$ cat src/rtl/bip8_pkg.sv
package bip8_pkg;
  localparam int unsigned LANES = 8;
  localparam int unsigned INC_W = $clog2(LANES + 1);

  typedef logic [LANES-1:0] lane_t;
  typedef logic [INC_W-1:0] inc_t;

  // number of lanes whose parity disagrees
  function automatic inc_t lane_errs(lane_t d);
    inc_t n;
    n = '0;
    for (int i = 0; i < LANES; i++) n = n + inc_t'(d[i]);
    return n;
  endfunction
endpackage

$ cat src/rtl/bip8_err_counter.sv
module bip8_err_counter
  import bip8_pkg::*;
#(
  parameter int unsigned CNT_W = 18
) (
  input  logic             clk,
  input  logic             rst_n,
  input  inc_t             inc,
  input  logic             sat_mode,
  input  logic             pm_strobe,
  output logic [CNT_W-1:0] run_cnt,
  output logic [CNT_W-1:0] hold_cnt
);
  localparam int unsigned PAD = CNT_W - INC_W;

  logic [CNT_W:0]   sum;
  logic [CNT_W-1:0] nxt;
  logic [CNT_W-1:0] inc_ext;

  always_comb begin
    inc_ext = {{PAD{1'b0}}, inc};
    sum     = {1'b0, run_cnt} + {1'b0, inc_ext};
    if (sum[CNT_W] && sat_mode) nxt = '1;
    else                        nxt = sum[CNT_W-1:0];
  end

  always_ff @(posedge clk or negedge rst_n) begin
    if (!rst_n) begin
      run_cnt  <= '0;
      hold_cnt <= '0;
    end else if (pm_strobe) begin
      hold_cnt <= run_cnt;
      run_cnt  <= inc_ext;
    end else begin
      run_cnt  <= nxt;
    end
  end
endmodule

$ cat config.mk
export PLATFORM = sky130hd
export DESIGN_NAME = bip8_err_counter
export DESIGN_NICKNAME = d
export VERILOG_FILES = /design/src/rtl/bip8_pkg.sv /design/src/rtl/bip8_err_counter.sv
export SDC_FILE = /design/constraint.sdc
export NUM_CORES = 1
export LEC_CHECK = 0
export BUFFER_PORTS_ARGS = -buffer_cell sky130_fd_sc_hd__buf_2
export CAP_MARGIN = 20
export CORE_MARGIN = 3
export CORE_UTILIZATION = 30
export DETAILED_ROUTE_END_ITERATION = 10
export PLACE_DENSITY = 0.59
export SLEW_MARGIN = 40
export SYNTH_ARGS = -nofsm -noshare
export SYNTH_HDL_FRONTEND = slang
export SYNTH_SLANG_ARGS = --single-unit
$ cat constraint.sdc
create_clock -name clk -period 1.75 [get_ports clk]
set_input_delay 0.0875 -clock clk [delete_from_list [all_inputs] [get_ports clk]]
set_output_delay 0.0875 -clock clk [all_outputs]
set_load 0.01 [all_outputs]
# Word level (Yosys, flattened, before mapping)
# Index checks and enable logic that the tools add are counted.
# word_totals
word_cells	6
inputBits	8
output_inout_bits	36
reg_bits	36
# classes
addsub	1
mux	2
n_reduce_logical	1
# ops
operator	count
18-bit two-way mux	2
18-bit by 4-bit adder with 19-bit output	1
1-bit logical AND	1

# Longest topological paths before layout
# Gate-level depths: netlist of run 1.
# logic_depth
word_depth	4
mapped_depth	7
mapped_depth_nobuf	6

# Worst setup path after synthesis of run 1
# Ideal clock, no wire load.
# synth_path
kind	register to register
startpoint	register run_cnt[0]
endpoint	register run_cnt[10]
stages_incl_launch_ff	8
t_arrival_ns	1.829
synth_period_minus_slack_ns	1.911
path_buffers	1
setup_ns	0.082
t_required_ns	1.668
slack_ns	-0.161
path_cell_list	dfrtp_1 ha_1 fa_1 nand3_1 a211oi_1 nand3_1 buf_2 a31oi_1
# synth_via
elab_chain_len	4
# synth_lines
element	line_no	source
start, declared	bip8_err_counter.sv:11	output logic [CNT_W-1:0] run_cnt,
start signal, assigned	bip8_err_counter.sv:33	run_cnt <= inc_ext;
start signal, assigned	bip8_err_counter.sv:35	run_cnt <= nxt;
18-bit by 4-bit adder with 19-bit output (*)	bip8_err_counter.sv:22	sum = {1'b0, run_cnt} + {1'b0, inc_ext};
1-bit logical AND	bip8_err_counter.sv:23	if (sum[CNT_W] && sat_mode) nxt = '1;
18-bit two-way mux (*)	bip8_err_counter.sv:23	
18-bit two-way mux (*)	bip8_err_counter.sv:31	end else if (pm_strobe) begin
# Mark *: on every way between the ends. The rest lies on a longest branch, timed or not.
# A chain may end at the register's enable or synchronous reset.

# Final worst setup path of run 1
# layout_path
startpoint	register run_cnt[3]
endpoint	register run_cnt[17]
# The elaborated chain is that of the path after synthesis.

==> results.txt, run 1 <==
----------------------------------------------------
[Floorplan]
  Number of I/O pins ... 44
  Placement row count ... 27
  Core outline area ... 5540 um2
  Chip Width ... 82.1 um
  Die Area ... 6740 um2
  Vertical extent of the die ... 82.1 um
  Effective utilization at floorplan ... 0.313

[Detailed routing]
  Top layer reached by signal wires ... met4
  Post-detailed-route wirelength per cell ... 13.5 um
  DRT Pass-1 Iters ... 4
  Met3 wirelength from detailed routing ... 159 um
  Wire length on met2 ... 1910 um
  Drt total wl ... 3970 um
  Violation count after the first detailed-routing iteration ... 39
  Antenna Violating Nets Remaining ... 0
  Routed via count ... 1416
  Per-cell via count in the routed design ... 4.83
  Length of routed wiring on met1 ... 1870 um
  Number of remaining DRC errors ... 0

[Global route]
  Via count of the first global-routing pass ... 1416
  Global router's overall resource usage ... 0.129
  Number of antenna violations at the first check in global routing ... 0
  Global-route wire length before repair ... 6610 um
  Total grt overflow ... 0
  Maximum number of pins on one net before global-route repair ... 37

[Clock network]
  Worst-skew pair later-pin latency ... 280 ps
  Clock sinks ... 36
  Root Buffer ... clkbuf_8
  H-tree lvl count ... 2
  TritonCTS clock tree ... built
  Max Buffers Root-to-Sink ... 2
  CTS Buf Count ... 5
  Post-CTS clock slew at the launch and capture registers of the worst setup and hold paths ... 80 ps

[Cells and area]
  Share of cells above drive strength 1 ... 0.507
  Cell area after layout ... 2440 um2
  Antenna Diode Count ... 0
  End-of-flow core utilization ... 0.441
  Post-route insts no fill ... 293
  FILL cells ... 564
  Synth-to-Final Area Change ... 40.7%
  Final net count ... 233

[Worst setup path]
  Largest fanout on the critical path ... 13
  CP Data Arrival Time ... 1980 ps
  Nature of the critical path startpoint ... register
  Required time of the critical path ... 1950 ps
  Crit Path Class ... reg -> reg
  Kind of end point of the critical path ... register

[Placed design]
  Final weighted congestion in routability-driven placement ... 0.739
  Count of buffers inserted at the top-level ports ... 43
  Placed Instances ... 280
  Detailed placer's ending HPWL ... 2780 um
  Cell area after placement ... 2210 um2

[Logic synthesis]
  Leading post-synthesis cells by cell area ... dfrtp_1 52%, mux2_2 12%, a31oi_1 3.2%, a21oi_1 2.9%, ha_1 2.9%
  Number of synthesized register bits ... 36
  List of most frequent post-synthesis cells ... 36 x dfrtp_1, 19 x mux2_2, 10 x a21oi_1
  Asr flop ratio synth ... 1.00
  Most frequent cell after synthesis ... dfrtp_1
  Primary FF master, synth ... dfrtp_1
  Combinational family with the most area after synthesis ... compound AO/OA/AOI/OAI gates
  Share of the yosys chip area belonging to registers ... 0.519
  Area share of and/or/nand/nor cells after synthesis ... 0.126
  Complex-gate fraction of the synthesized area ... 0.138
  Portion of netlist area occupied by mux cells ... 0.123
  Number of unique standard cell types used by synthesis ... 36
  Post-Synthesis Net Count ... 165
  Fraction of the mapped netlist area in adder cells ... 0.0403
  Post-synthesis instance total ... 152
  Post-Synthesis Cell Area ... 1740 um2
  Library cell with the largest summed area after synthesis ... dfrtp_1
  Post-Synth XOR/XNOR Area ... 0.0252
  EDFF count, synth ... 0
  Share of the synthesized area in the top cell type ... 0.519
  Mean instance size in the synthesized netlist ... 11.4 um2
  Total number of yosys warnings ... 0

[STA]
  Worst hold slack across all endpoints ... 87.0 ps
  Worst slew pin tran ... 294 ps
  Fraction of the cycle the final worst path needs ... 1.01
  Clk_skew ... 6.27 ps
  Highest clock frequency the design can meet ... 564 MHz
  Number of slew-limit violations in the final report ... 0
  Worst-case headroom to the max-slew limit ... 0.803
  Crit path time final ... 1770 ps
  Final-report setup violation count ... 4
  Unrepaired setup endpoints after global routing ... yes
  Total Neg Setup Slack ... -63.6 ps
  Final count of hold timing violations ... 0
  Final WS setup ... -22.8 ps

[Run status]
  Violated checks ... negative setup slack
  Run status ... finished with violations

[Power and ir drop]
  Power Dens Cells ... 924 nW/um2
  Peak supply drop ... 0.411 mV
  Leakage power of the design ... 1.14 nW

[Worst hold path]
  Class of the worst hold path ... in -> reg

[Run]
  Maximum Capacitance Violations ... 0

----------------------------------------------------
[layout by cell type (no fill, tap or decap), types with 2 or more instances in the layout]
cell type,instances
buf_12,2
mux2_2,19
nand3_1,6
a21oi_1,6
nor2_1,6
clkbuf_8,5
or3_2,2
o31ai_1,3
dfrtp_1,36
xor2_1,2
or2_2,2
nand4_1,2
a31oi_1,8
inv_1,4
a2bb2oi_1,3
or4_1,3
ha_4,4
buf_2,43
o21ai_0,5
a21oi_2,4
or3_1,3
xnor2_1,3
nand2_1,6
buf_4,21
nor2b_1,2
[power by group]
group          internal, mW  switching, mW  total [mW]
Combinational         0.310          0.284       0.595
Clock                 0.423          0.296       0.719
Sequential            0.901         0.0439       0.945
[flip-flops by register name, summed over array words and instances (netlist names)]
signal and flops:
run_cnt 18, hold_cnt 18
[worst max-delay path: stages, from the launching register on]
cell	delay, ps
dfrtp_1	410
ha_4	320
o21a_1	120
a21oi_1	60
buf_4	170
or4_1	470
o221ai_1	150
[metal layers]
| layer | GRT usage | vias to the layer above |
|---|---|---|
| met4 | 0.0465 | 0 |
| met3 | 0.0329 | 4 |
| met1 | 0.172 | 690 |
| met2 | 0.204 | 27 |
| li1 | - | 695 |
| met5 | 0 | - |
[cells by family (layout without fill, tap and decap cells)]
kind of cell / after synthesis / in the layout
and+or+nand+nor: 39 / 39
AOI/OAI and AO/OA: 37 / 37
DFF: 36 / 36
muxes: 19 / 19
buffers and inverters: 11 / 80
adders and majority gates: 5 / 5
xor gates and xnor gates: 5 / 5
[area by class of cell]
| cell class | instances | area (um2) | share of cell area |
|---|---|---|---|
| multi-input cells | 105 | 896 | 0.367 |
| clock buffers | 6 | 72.6 | 0.0297 |
| well taps | 72 | 90.1 | 0.0369 |
| repair buffers | 68 | 434 | 0.178 |
| inverters | 4 | 15.0 | 0.00614 |
| clock inverters | 2 | 35.0 | 0.0143 |
| flip-flops and latches | 36 | 901 | 0.369 |
[metrics by stage]
stage,total power [mW],setup slack (ps)
global route,2.39,-116
floorplan,1.24,-24.6
global placement,1.47,-29.6
detailed placement,1.48,-66.2
CTS,2.26,-20.9
finish,2.26,-22.8
[what timing repair did]
action                                  CTS  global route
setup buffers                             2             2
hold endpoints to repair                 36             0
hold buffers                              1             0
pin swaps                                 4             1
endpoints found under the setup margin   17            17
resized for setup                         5             8
[final timing paths]
| check | start | to | slack [ps] | cells after the start |
|---|---|---|---|---|
| max in group asynchronous | rst_n | run_cnt[14] | 1270 | 3 |
| worst max register to register | run_cnt[3] | run_cnt[17] | -20 | 6 |
| worst max-delay path | run_cnt[3] | run_cnt[17] | -20 | 6 |
| min in group asynchronous | rst_n | hold_cnt[7] | 300 | 3 |
| worst min-delay path | inc[3] | run_cnt[3] | 90 | 3 |
| worst min register to register | hold_cnt[3] | hold_cnt[3] | 500 | 1 |
Note: power is estimated with default switching activity, not from simulation.
==> run 2: changes to the inputs <==
--- a/config.mk
+++ b/config.mk
@@ -10,7 +10,7 @@
 export CORE_MARGIN = 3
 export CORE_UTILIZATION = 30
 export DETAILED_ROUTE_END_ITERATION = 10
-export PLACE_DENSITY = 0.59
+export PLACE_DENSITY = 0.57
 export SLEW_MARGIN = 40
 export SYNTH_ARGS = -nofsm -noshare
 export SYNTH_HDL_FRONTEND = slang
==> constraint.sdc (replaced) <==
create_clock -name clk -period 1.8 [get_ports clk]
set_input_delay 0.09 -clock clk [delete_from_list [all_inputs] [get_ports clk]]
set_output_delay 0.09 -clock clk [all_outputs]
set_load 0.01 [all_outputs]
==> results.txt, run 2 (same netlist as run 1, synthesis figures left out) <==
----------------------------------------------------
[Power and ir drop]
  Seq pwr share ... 0.445 (was 0.418)
  Combinational group share of total power ... 0.299 (was 0.263)
  Reported net switching power ... 0.610 mW (was 0.624 mW)
  Total power draw ... 2.07 mW (was 2.26 mW)
  Peak supply drop ... 0.344 mV (was 0.411 mV)
  Power Dens Cells ... 833 nW/um2 (was 924 nW/um2)
  Switching share of total power ... 0.295 (was 0.276)
  Clock share of power ... 0.256 (was 0.318)
  Int Power ... 1.46 mW (was 1.63 mW)
  Leakage power of the design ... 1.15 nW (was 1.14 nW)

[STA]
  Number of slew-limit violations in the final report ... 0 (unchanged)
  Worst slew pin tran ... 459 ps (was 294 ps)
  Final count of hold timing violations ... 0 (unchanged)
  Fraction of the cycle the final worst path needs ... 1.01 (about the same)
  Final WS setup ... -23.4 ps (was -22.8 ps)
  Clk_skew ... 10.1 ps (was 6.27 ps)
  Final-report setup violation count ... 1 (was 4)
  Highest clock frequency the design can meet ... 548 MHz (was 564 MHz)
  Worst-case headroom to the max-slew limit ... 0.694 (was 0.803)
  Crit path time final ... 1820 ps (was 1770 ps)
  Unrepaired setup endpoints after global routing ... yes (unchanged)

[Floorplan]
  Vertical extent of the die ... 82.1 um (unchanged)
  Die Area ... 6740 um2 (unchanged)
  Chip Width ... 82.1 um (unchanged)
  Core outline area ... 5540 um2 (unchanged)
  Number of I/O pins ... 44 (unchanged)
  Effective utilization at floorplan ... 0.313 (unchanged)
  Placement row count ... 27 (unchanged)

[Global route]
  Maximum number of pins on one net before global-route repair ... 37 (unchanged)
  Number of antenna violations at the first check in global routing ... 0 (unchanged)
  Via count of the first global-routing pass ... 1359 (was 1416)
  Global-route wire length before repair ... 6490 um (was 6610 um)
  Total grt overflow ... 0 (unchanged)
  Global router's overall resource usage ... 0.129 (about the same)

[Cells and area]
  Post-route insts no fill ... 297 (was 293)
  Most common cell after layout, fill and taps aside ... buf_2 (unchanged)
  Final net count ... 238 (was 233)
  Largest registers ranked by flip-flop count ... hold_cnt: 18 flops, run_cnt: 18 flops (unchanged)
  End-of-flow core utilization ... 0.448 (was 0.441)
  Commonest cells after routing, fill and taps aside ... 44 x buf_2, 36 x dfrtp_1, 23 x buf_4, 19 x mux2_2, 7 x a31oi_1 (was 43 x buf_2, 36 x dfrtp_1, 21 x buf_4, 19 x mux2_2, 8 x a31oi_1)
  Share of cells above drive strength 1 ... 0.538 (was 0.507)
  Antenna Diode Count ... 0 (unchanged)
  Synth-to-Final Area Change ... 42.8% (was 40.7%)
  FILL cells ... 531 (was 564)

[Clock network]
  Worst-skew pair later-pin latency ... 290 ps (was 280 ps)
  Clock sinks ... 36 (unchanged)
  CTS Buf Count ... 5 (unchanged)
  H-tree lvl count ... 2 (unchanged)
  Root Buffer ... clkbuf_8 (unchanged)
  Post-CTS clock slew at the launch and capture registers of the worst setup and hold paths ... 70 ps (was 80 ps)
  Max Buffers Root-to-Sink ... 2 (unchanged)
  TritonCTS clock tree ... built (unchanged)

[Detailed routing]
  Number of remaining DRC errors ... 0 (unchanged)
  Per-cell via count in the routed design ... 4.99 (was 4.83)
  Antenna Violating Nets Remaining ... 0 (unchanged)
  Post-detailed-route wirelength per cell ... 14.0 um (was 13.5 um)
  Routed via count ... 1483 (was 1416)
  Violation count after the first detailed-routing iteration ... 65 (was 39)
  Drt total wl ... 4150 um (was 3970 um)
  DRT Pass-1 Iters ... 4 (unchanged)

[Worst setup path]
  Critical Path Max Stage Delay ... 350 ps (was 470 ps)
  Capture point of the worst reg-to-reg path ... run_cnt[10] (was run_cnt[17])
  Crit Path Class ... reg -> reg (unchanged)
  CP Data Arrival Time ... 2030 ps (was 1980 ps)
  Nature of the critical path startpoint ... register (unchanged)
  Crit-path slowest cell ... dfrtp_1 (was or4_1)
  Ordered cell list for the critical path ... ha_2 > fa_2 > nand3_4 > a211o_4 > or3_4 > a31oi_4 (was ha_4 > o21a_1 > a21oi_1 > buf_4 > or4_1 > o221ai_1)
  Kind of end point of the critical path ... register (unchanged)
  R2R Setup Slk ... -20 ps (about the same)
  Required time of the critical path ... 2000 ps (was 1950 ps)
  Crit. path cell count ... 6 (unchanged)
  Largest fanout on the critical path ... 4 (was 13)
  Reg2reg start ... run_cnt[0] (was run_cnt[3])
  Worst path top cell family by delay ... compound AO/OA/AOI/OAI gates (was simple AND/OR/NAND/NOR gates)
  Depth of the worst register-to-register path ... 6 (unchanged)
  Worst Path Buf+Inv ... 0 (was 1)

[Run status]
  Run status ... finished with violations (unchanged)
  Violated checks ... negative setup slack (unchanged)

[Placed design]
  Detailed placer's ending HPWL ... 2840 um (was 2780 um)
  Final weighted congestion in routability-driven placement ... 0.732 (was 0.739)
  Setup slack after placement ... -58.6 ps (was -66.2 ps)
  Placed Instances ... 280 (unchanged)
  Count of buffers inserted at the top-level ports ... 43 (unchanged)

[Worst hold path]
  Hold Startpoint ... inc[0] (was inc[3])
  Class of the worst hold path ... in -> reg (unchanged)
  Hold worst-path end ... run_cnt[0] (was run_cnt[3])
  Worst hold path depth ... 2 (was 3)

[Run]
  Maximum Capacitance Violations ... 0 (unchanged)

----------------------------------------------------
==> run 2: worst max path at each step <==
| stage | from | endpoint |
|---|---|---|
| after detailed placement | run_cnt[0] | run_cnt[10] |
| after global placement | run_cnt[0] | run_cnt[10] |
| final | run_cnt[0] | run_cnt[10] |
| after floorplan | run_cnt[1] | run_cnt[7] |
| after CTS | run_cnt[0] | run_cnt[10] |
| after global routing | run_cnt[1] | run_cnt[15] |
==> run 2: metrics by stage <==
stage          hold slack [ps]  TNS [ps]  instance area (um2)
2_1_floorplan             -206         0                 1750
3_3_place_gp               172     -42.0                 2180
3_5_place_dp               166      -115                 2180
4_1_cts                   62.3     -64.7                 2370
5_1_grt                   64.6      -720                 2480
6_report                  69.6     -23.4                 2480
==> run 2: per-layer routing <==
| layer | up-vias | track usage | wire (um) |
|---|---|---|---|
| li1 | 708 | - | - |
| met3 | 5 | 0.0362 | 254 |
| met5 | - | 0 | 0 |
| met1 | 732 | 0.161 | 1860 |
| met4 | 0 | 0.0548 | 53 |
| met2 | 38 | 0.209 | 1990 |
==> run 2: power by group through the flow <==
stage	combinational [mW]	sequential [mW]	clock, mW
CTS	0.537	0.919	0.558
detailed placement	0.487	0.931	0
global placement	0.481	0.925	0
finish	0.618	0.920	0.529
floorplan	0.217	0.977	0
global route	0.682	0.929	0.594
==> run 2: worst register-to-register path, stage by stage (launching register included) <==
cell	delay, ps
dfrtp_1	350
ha_2	200
fa_2	250
nand3_4	110
a211o_4	350
or3_4	350
a31oi_4	140
==> run 2: area by class of cell <==
cell class                      count  area [um2]  share of cell area
Sequential cell                    36         901               0.363
Inverter                            4        15.0             0.00605
Clock buffer                        6        72.6              0.0293
Timing Repair Buffer               73         468               0.189
Clock inverter                      1        5.00             0.00202
Multi-Input combinational cell    105         928               0.374
Tap cell                           72        90.1              0.0363
==> run 2: what timing repair did <==
| item | 4_1_cts | 5_1_grt |
|---|---|---|
| setup endpoints to repair | 15 | 18 |
| hold buffers | 1 | 0 |
| pin swaps | 6 | 12 |
| buffers inserted | 3 | 5 |
| hold endpoints to repair | 36 | 0 |
| resized for setup | 10 | 18 |
| cloned | 0 | 1 |
==> run 3: changes to the inputs <==
--- a/config.mk
+++ b/config.mk
@@ -5,6 +5,7 @@
 export SDC_FILE = /design/constraint.sdc
 export NUM_CORES = 1
 export LEC_CHECK = 0
+export ABC_AREA = 1
 export BUFFER_PORTS_ARGS = -buffer_cell sky130_fd_sc_hd__buf_2
 export CAP_MARGIN = 20
 export CORE_MARGIN = 3
==> results.txt, run 3 <==
----------------------------------------------------
[Detailed routing]
  Violation count after the first detailed-routing iteration ... 85 (was 65)
  Post-detailed-route wirelength per cell ... 12.8 um (was 14.0 um)
  Drt total wl ... 4720 um (was 4150 um)
  DRT Pass-1 Iters ... 4 (unchanged)
  Per-cell via count in the routed design ... 4.56 (was 4.99)
  Antenna Violating Nets Remaining ... 0 (unchanged)
  Routed via count ... 1684 (was 1483)
  Number of remaining DRC errors ... 0 (unchanged)

[Worst setup path]
  CP Data Arrival Time ... 1840 ps (was 2030 ps)
  Largest fanout on the critical path ... 7 (was 4)
  Kind of end point of the critical path ... register (unchanged)
  Nature of the critical path startpoint ... register (unchanged)
  R2R Setup Slk ... 120 ps (was -20 ps)
  Depth of the worst register-to-register path ... 7 (was 6)
  Crit Path Class ... reg -> reg (unchanged)
  Reg2reg start ... run_cnt[0] (unchanged)
  Capture point of the worst reg-to-reg path ... run_cnt[6] (was run_cnt[10])
  Required time of the critical path ... 1960 ps (was 2000 ps)

[Logic synthesis]
  EDFF count, synth ... 0 (unchanged)
  Post-Synthesis Net Count ... 246 (was 165)
  Primary FF master, synth ... dfrtp_1 (unchanged)
  Number of unique standard cell types used by synthesis ... 26 (was 36)
  Share of the synthesized area in the top cell type ... 0.475 (was 0.519)
  List of most frequent post-synthesis cells ... 84 x nand2_1, 36 x dfrtp_1, 23 x nor2_1 (was 36 x dfrtp_1, 19 x mux2_2, 10 x a21oi_1)
  Post-Synthesis Cell Area ... 1900 um2 (was 1740 um2)
  Post-synthesis instance total ... 233 (was 152)
  Leading post-synthesis cells by cell area ... dfrtp_1 47%, nand2_1 17%, nand3_1 4.7%, nor2_1 4.6%, a21oi_2 3.7% (was dfrtp_1 52%, mux2_2 12%, a31oi_1 3.2%, a21oi_1 2.9%, ha_1 2.9%)
  Number of synthesized register bits ... 36 (unchanged)
  Mean instance size in the synthesized netlist ... 8.14 um2 (was 11.4 um2)
  Asr flop ratio synth ... 1.00 (unchanged)
  Library cell with the largest summed area after synthesis ... dfrtp_1 (unchanged)
  Most frequent cell after synthesis ... nand2_1 (was dfrtp_1)
  Total number of yosys warnings ... 0 (unchanged)
  Share of the yosys chip area belonging to registers ... 0.475 (was 0.519)

[Power and ir drop]
  Leakage power of the design ... 1.31 nW (was 1.15 nW)
  Power Dens Cells ... 802 nW/um2 (was 833 nW/um2)
  Total power draw ... 1.98 mW (was 2.07 mW)
  Peak supply drop ... 0.394 mV (was 0.344 mV)

[Floorplan]
  Chip Width ... 85.5 um (was 82.1 um)
  Die Area ... 7310 um2 (was 6740 um2)
  Vertical extent of the die ... 85.5 um (was 82.1 um)
  Number of I/O pins ... 44 (unchanged)
  Core outline area ... 6030 um2 (was 5540 um2)
  Effective utilization at floorplan ... 0.315 (was 0.313)
  Placement row count ... 28 (was 27)

[Cells and area]
  Most common cell after layout, fill and taps aside ... nand2_1 (was buf_2)
  Footprint of the flip-flops and latches ... 901 um2 (unchanged)
  Footprint of the multi-input gates ... 956 um2 (was 928 um2)
  Largest registers ranked by flip-flop count ... hold_cnt: 18 flops, run_cnt: 18 flops (unchanged)
  Antenna Diode Count ... 0 (unchanged)
  Post-route insts no fill ... 369 (was 297)
  Final net count ... 307 (was 238)
  Cell area after layout ... 2460 um2 (was 2480 um2)
  Share of cells above drive strength 1 ... 0.303 (was 0.538)
  Commonest cells after routing, fill and taps aside ... 83 x nand2_1, 43 x buf_2, 36 x dfrtp_1, 23 x nor2_1 (was 44 x buf_2, 36 x dfrtp_1, 23 x buf_4, 19 x mux2_2, 7 x a31oi_1)
  Synth-to-Final Area Change ... 29.9% (was 42.8%)
  FILL cells ... 641 (was 531)

[Global route]
  Global-route wire length before repair ... 7960 um (was 6490 um)
  Maximum number of pins on one net before global-route repair ... 37 (unchanged)
  Number of antenna violations at the first check in global routing ... 0 (unchanged)
  Via count of the first global-routing pass ... 1618 (was 1359)
  Global router's overall resource usage ... 0.140 (was 0.129)
  Total grt overflow ... 0 (unchanged)

[Clock network]
  Worst-skew pair later-pin latency ... 280 ps (was 290 ps)
  CTS Buf Count ... 5 (unchanged)
  TritonCTS clock tree ... built (unchanged)
  Root Buffer ... clkbuf_8 (unchanged)
  Max Buffers Root-to-Sink ... 2 (unchanged)
  Post-CTS clock slew at the launch and capture registers of the worst setup and hold paths ... 70 ps (about the same)
  Clock sinks ... 36 (unchanged)
  H-tree lvl count ... 2 (unchanged)

[Placed design]
  Detailed placer's ending HPWL ... 3350 um (was 2840 um)
  Cell area after placement ... 2280 um2 (was 2180 um2)
  Placed Instances ... 357 (was 280)
  Count of buffers inserted at the top-level ports ... 43 (unchanged)
  Setup slack after placement ... -15.7 ps (was -58.6 ps)
  Final weighted congestion in routability-driven placement ... 0.796 (was 0.732)

[Run]
  Maximum Capacitance Violations ... 0 (unchanged)

[STA]
  Number of slew-limit violations in the final report ... 0 (unchanged)
  Fraction of the cycle the final worst path needs ... 0.932 (was 1.01)
  Worst slew pin tran ... 464 ps (was 459 ps)
  Final-report setup violation count ... 0 (was 1)
  Worst hold slack across all endpoints ... 83.9 ps (was 69.6 ps)
  Crit path time final ... 1680 ps (was 1820 ps)
  Worst-case headroom to the max-slew limit ... 0.691 (was 0.694)
  Highest clock frequency the design can meet ... 596 MHz (was 548 MHz)
  Final WS setup ... 123 ps (was -23.4 ps)
  Unrepaired setup endpoints after global routing ... no (was yes)
  Final count of hold timing violations ... 0 (unchanged)
  Clk_skew ... 5.60 ps (was 10.1 ps)

[Worst hold path]
  Hold Startpoint ... inc[0] (unchanged)
  Worst hold path depth ... 3 (was 2)
  Hold worst-path end ... run_cnt[0] (unchanged)
  Class of the worst hold path ... in -> reg (unchanged)

[Run status]
  Run status ... finished, final reports clean (was finished with violations)

----------------------------------------------------
## run 3: worst max-delay path, stage by stage, from the launching register on
cell	delay [ps]
dfrtp_1	380
ha_1	210
fa_2	370
nand2_1	120
nand3_4	110
nand4_4	160
buf_4	160
a21oi_2	50
## run 3: worst max path at each step
| stage | start | to | slack, ps | cells past startpoint |
|---|---|---|---|---|
| 6_report | run_cnt[0] | run_cnt[6] | 120 | 7 |
| 5_1_grt | run_cnt[0] | run_cnt[6] | 9 | 7 |
| 4_1_cts | run_cnt[2] | run_cnt[6] | 0.3 | 8 |
| 3_5_place_dp | run_cnt[0] | run_cnt[6] | -20 | 7 |
| 3_3_place_gp | run_cnt[0] | run_cnt[5] | 30 | 7 |
| 2_1_floorplan | run_cnt[0] | run_cnt[8] | 7 | 6 |
## run 3: where the power goes
group / total, mW / internal [mW] / switching [mW]
clock: 0.533 / 0.263 / 0.271
sequential: 0.945 / 0.873 / 0.0721
combinational: 0.500 / 0.223 / 0.276
total: 1.98 / 1.36 / 0.619
## run 3: repair_timing
item | CTS | global route
setup buffers | 0 | 3
hold buffers | 1 | 0
resized for setup | 0 | 9
cloned | 0 | 1
endpoints found under the setup margin | 8 | 16
endpoints found under the hold margin | 36 | 0
pin swaps | 1 | 2
## run 3: cell type report
class / count / share of cell area
Multi-Input combinational cell: 171 / 0.388
Inverter: 19 / 0.0289
Clock inverter: 1 / 0.00203
Tap cell: 75 / 0.0381
Clock buffer: 6 / 0.0294
Sequential cell: 36 / 0.365
Timing Repair Buffer: 61 / 0.148
## run 3: logic make-up after synthesis
logic type | after synthesis | share of synthesized area
AND/OR/NAND/NOR | 139 | 0.323
flip-flops | 36 | 0.475
buffers and inverters | 27 | 0.0594
AO/OA/AOI/OAI | 19 | 0.0739
XOR/XNOR | 7 | 0.0323
adder cells (fa/ha/maj) | 5 | 0.0369
## run 3: per-stage QoR
stage               TNS (ps)  utilization
floorplan                  0            -
global placement           0        0.379
detailed placement     -34.6        0.379
CTS                        0        0.393
global route               0        0.409
finish                     0        0.409
## run 3: metal layers
layer	share of wire	routed length, um	track usage
met5	0	0	0
met4	0.018	83	0.0518
met3	0.057	267	0.0355
met2	0.45	2130	0.220
met1	0.48	2250	0.185
